$ cat src/rtl/wdog_supervisor.sv
module wdog_supervisor #(
  parameter int TMO_W   = 7,
  parameter int RST_LEN = 4
) (
  input  logic       clk,
  input  logic       rst_n,
  input  logic       por_evt,
  input  logic       bo_evt,
  input  logic       lf_tick,
  input  logic       hf_tick,
  input  logic       hf_run,
  input  logic       wr_en,
  input  logic [1:0] addr,
  input  logic [7:0] wdata,
  output logic [7:0] rdata,
  output logic       rst_req
);
  localparam int PW = $clog2(RST_LEN + 1);
  localparam logic [7:0] CODE_A = 8'h5A;
  localparam logic [7:0] CODE_B = 8'hC3;

  logic             en, sel, have_prev, prev_a;
  logic [TMO_W-1:0] period, cnt;
  logic [3:0]       cause;
  logic [PW-1:0]    pcnt;

  wire wr_cause = wr_en && addr == 2'd0;
  wire wr_code  = wr_en && addr == 2'd1 && en;
  wire wr_per   = wr_en && addr == 2'd2 && !en;

  wire is_a    = wdata == CODE_A;
  wire is_b    = wdata == CODE_B;
  wire repeatd = have_prev && (prev_a ? is_a : is_b);
  wire kick_ok = wr_code && (is_a || is_b) && !repeatd;
  wire kick_bad = wr_code && !kick_ok;

  wire tick   = en && (sel ? (hf_tick && hf_run) : lf_tick);
  wire expire = tick && !kick_ok && cnt <= 1;
  wire ext_evt = por_evt || bo_evt;
  wire wd_evt  = expire || kick_bad;

  always_ff @(posedge clk or negedge rst_n) begin
    if (!rst_n) begin
      en        <= 1'b0;
      sel       <= 1'b0;
      period    <= '0;
      cnt       <= '0;
      have_prev <= 1'b0;
      prev_a    <= 1'b0;
    end else if (wd_evt || ext_evt) begin
      en        <= 1'b0;
      cnt       <= '0;
      have_prev <= 1'b0;
    end else if (wr_per) begin
      en        <= 1'b1;
      sel       <= wdata[7];
      period    <= wdata[TMO_W-1:0];
      cnt       <= wdata[TMO_W-1:0];
      have_prev <= 1'b0;
    end else if (kick_ok) begin
      cnt       <= period;
      have_prev <= 1'b1;
      prev_a    <= is_a;
    end else if (tick) begin
      cnt <= cnt - 1'b1;
    end
  end

  always_ff @(posedge clk or negedge rst_n) begin
    if (!rst_n) cause <= '0;
    else begin
      cause <= (cause & ~(wr_cause ? wdata[3:0] : 4'b0))
             | {por_evt || bo_evt, kick_bad, expire, por_evt};
    end
  end

  always_ff @(posedge clk or negedge rst_n) begin
    if (!rst_n) pcnt <= '0;
    else if (wd_evt && pcnt == '0) pcnt <= PW'(RST_LEN);
    else if (pcnt != '0) pcnt <= pcnt - 1'b1;
  end

  assign rst_req = pcnt != '0;

  always_comb begin
    rdata = 8'h00;
    case (addr)
      2'd0: rdata = {4'b0000, cause};
      2'd2: rdata = {sel, period};
      default: rdata = 8'h00;
    endcase
  end
endmodule


$ cat config.mk
export PLATFORM = sky130hd
export DESIGN_NAME = wdog_supervisor
export DESIGN_NICKNAME = d
export VERILOG_FILES = /design/src/rtl/wdog_supervisor.sv
export SDC_FILE = /design/constraint.sdc
export NUM_CORES = 1
export LEC_CHECK = 0
export BUFFER_PORTS_ARGS = -buffer_cell sky130_fd_sc_hd__clkbuf_2
export CORE_ASPECT_RATIO = 1.75
export CORE_MARGIN = 2
export CORE_UTILIZATION = 45
export DETAILED_ROUTE_END_ITERATION = 8
export PLACE_DENSITY = 0.77
export SLEW_MARGIN = 5
export SYNTH_ARGS = -nofsm -noshare
export SYNTH_HDL_FRONTEND = slang
export SYNTH_SLANG_ARGS = --single-unit
$ cat constraint.sdc
create_clock -name clk -period 3.56 [get_ports clk]
set_clock_uncertainty 0.2 [all_clocks]
set_input_delay 0.356 -clock clk [delete_from_list [all_inputs] [get_ports clk]]
set_output_delay 0.356 -clock clk [all_outputs]
set_load 0.02 [all_outputs]
==> results.md <==
- Placed Cells: between 200 and 250
- Worst-Margin Slew: 0.633 ns
- IO Port Bufs: 26
- Total setup buffers inserted after CTS: 0
- First-pass GRT wire length: 5980 um
- FF+latch count, synth: 25
- Clock sink total: 25
- Vias in the first global route: 1326
- Post-synthesis sequential area ratio: 0.410
- Die Ht: just over 80 um
- Count of final max-slew check failures: 0
- CTS root buf: clkbuf_8
- RSZ-0062 raised after global routing: no
- H-tree Lvls: 1
- CTS Buf Count: 3
- Starting Density: 0.458
- Final min period: 2.47 ns
- Hold endpoint: en
- Clock Pin Slew Worst Setup and Hold Paths: around 0.10 ns
- Io pins: 27
- Yosys warning total: 0
- Antenna Cells: 0
- Detailed Routing Iterations Pass 1: 4
- Gpl congestion: 0.893
- Pin count of the biggest net entering global routing: 26
- Outcome: finished clean
- Synthesized cell area: 1530 um2
- Hold Crit Depth: 2
- Worst hold start: bo_evt
- GR Util All Layers: 0.217
- Worst min path class: input pin to register
- Max-Slew Margin vs Limit: 0.578
- Final setup viols: 0
- Max-cap violations: 0
- Row cnt: 28
- Non-Filler Instances: 220
- DRT iter0 DRCs: between 60 and 70
- Crit Path Category: register to register
- Syn_nets: roughly 170
- Crit. End Element: register
- Fin crit share: 0.694
- Post-route ant nets: 0
- Post-layout net count: between 150 and 200
- Worst setup SP type: register
- Crit path DAT: 2.48 ns
- EDFF count, synth: 0
- Synth top area cells: dfrtp_1, mux2_1, a32o_1
- Commonest non-fill, non-tap cell in the layout: clkbuf_2
- Post-synth cell types: 41
- Final Hold Fails: 0
- Clock latency on the worst-skew pair: about 0.28 ns
- Synthesized area per cell: roughly 10 um2
- VDD IR max: 0.000248 V
- R2R cell count: 4
- Critical Path Source: en
- Finished layout cell area: 1740 um2
- Final wirelength: 3650 um
- Fmax: 405 MHz
- Reg2reg start: en
- Congestion Overflow GR: 0
- Main synth FF type: dfrtp_1
- Commonest non-fill, non-tap cells in the layout: clkbuf_2, dfrtp_1, nand2_1
- Core Box Area: between 3000 and 4000 um2
- Resize count post-CTS: 0
- Initial antenna violation count: 0
- Tot Pwr: 0.736 mW
- Vias: between 1000 and 1500
- Post-DP HPWL: 2880 um
- Setup Total Neg Slack: 0 ns
- Leakage Power: 0.810 nW
- Maximum clock insertion buffer count: 2
- Ys async rst share: 1.00
- Power per cell area: 424 nW/um2
- Crit Path Max Fanout: 16
- Worst endpoint required time: 3.57 ns
- Placed cell areas: between 1500 and 2000 um2
- Total Die Area: 3890 um2
- R2r setup slk: 1.09 ns
- TritonCTS clock tree: yes
- Synth area leader: dfrtp_1
- Drc violations: 0
- R2r endpoint: cnt[3]
- Synthesis-to-layout area growth: 13.9%
- Routed length per instance: approximately 17 um
- Layout cells sized above 1: 0.194
- Die W: 48.0 um
- Syn Inst Count: 150
- Vias/cell: 5.76
- Area share of the largest cell type after synthesis: 0.410
per-stage QoR:
stage,worst slack [ns],util,hold WS (ns)
2_1_floorplan,1.40,-,-0.140
3_3_place_gp,0.988,0.504,0.191
3_5_place_dp,0.867,0.504,0.201
4_1_cts,1.12,0.522,0.115
5_1_grt,0.911,0.522,0.134
6_report,1.09,0.522,0.117
repair_timing:
| action | in CTS | in global routing |
|---|---|---|
| endpoints found under the hold margin | 25 | 0 |
| endpoints found under the setup margin | 0 | 0 |
| hold buffers | 1 | 0 |
cells in the mapped netlist (3+ instances only):
| cell type | n |
|---|---|
| mux2_1 | 8 |
| a32o_1 | 7 |
| inv_1 | 8 |
| nor3b_1 | 3 |
| a21oi_1 | 3 |
| ha_1 | 4 |
| and3_1 | 3 |
| mux2i_1 | 5 |
| xnor2_1 | 3 |
| o21ai_1 | 3 |
| o22a_1 | 7 |
| nand3_1 | 8 |
| nor2_1 | 10 |
| and2_1 | 6 |
| buf_2 | 3 |
| dfrtp_1 | 25 |
| nand2_1 | 14 |
cell type report:
class / count / area, um2
fill: 308 / 1590
multi-input combinational: 111 / 836
timing repair buffer: 27 / 140
inverter: 8 / 30.0
clock inverter: 1 / 7.51
clock buffer: 3 / 41.3
sequential: 25 / 626
tap: 45 / 56.3
how the worst max path moves through the flow:
stage                endpoint  cells past startpoint  slack [ns]
floorplan              cnt[0]                      6        1.40
global placement    period[3]                      5        0.99
detailed placement     cnt[3]                      6        0.87
CTS                    cnt[3]                      4        1.12
global route           cnt[3]                      6        0.91
finish                 cnt[3]                      4        1.09
state kept, by name, summed over array words and instances (netlist names):
name and flops:
cause 4, cnt 7, en 1, have_prev 1
pcnt 3, period 7, prev_a 1, sel 1
power by group:
group	total, mW	internal (mW)	switching (mW)	leakage (nW)
Combinational	0.197	0.0836	0.113	0.477
Clock	0.177	0.0797	0.0977	0.0217
Sequential	0.362	0.330	0.0326	0.311
Total	0.736	0.493	0.243	0.810
metal layers:
| layer | vias up | GRT usage | wire length [um] |
|---|---|---|---|
| met3 | 15 | 0.0244 | 128 |
| met4 | 0 | 0.146 | 198 |
| li1 | 598 | - | - |
| met2 | 43 | 0.367 | 1930 |
| met1 | 611 | 0.236 | 1390 |
| met5 | - | 0 | 0 |
logic make-up after synthesis:
group / Yosys count / synth area share
simple gates: 60 / 0.235
fa+ha+maj: 4 / 0.0328
mux: 13 / 0.0919
xor+xnor: 5 / 0.0287
flops: 25 / 0.410
buf+inv: 14 / 0.0418
compound gates: 29 / 0.160
worst max-delay path: stages, from the launching register on:
cell and delay (ns):
dfrtp_1 0.47, nand3b_1 0.54, nand3b_1 0.63, o311ai_4 0.30, a32o_1 0.25
Power figures use the tool's default switching activity.
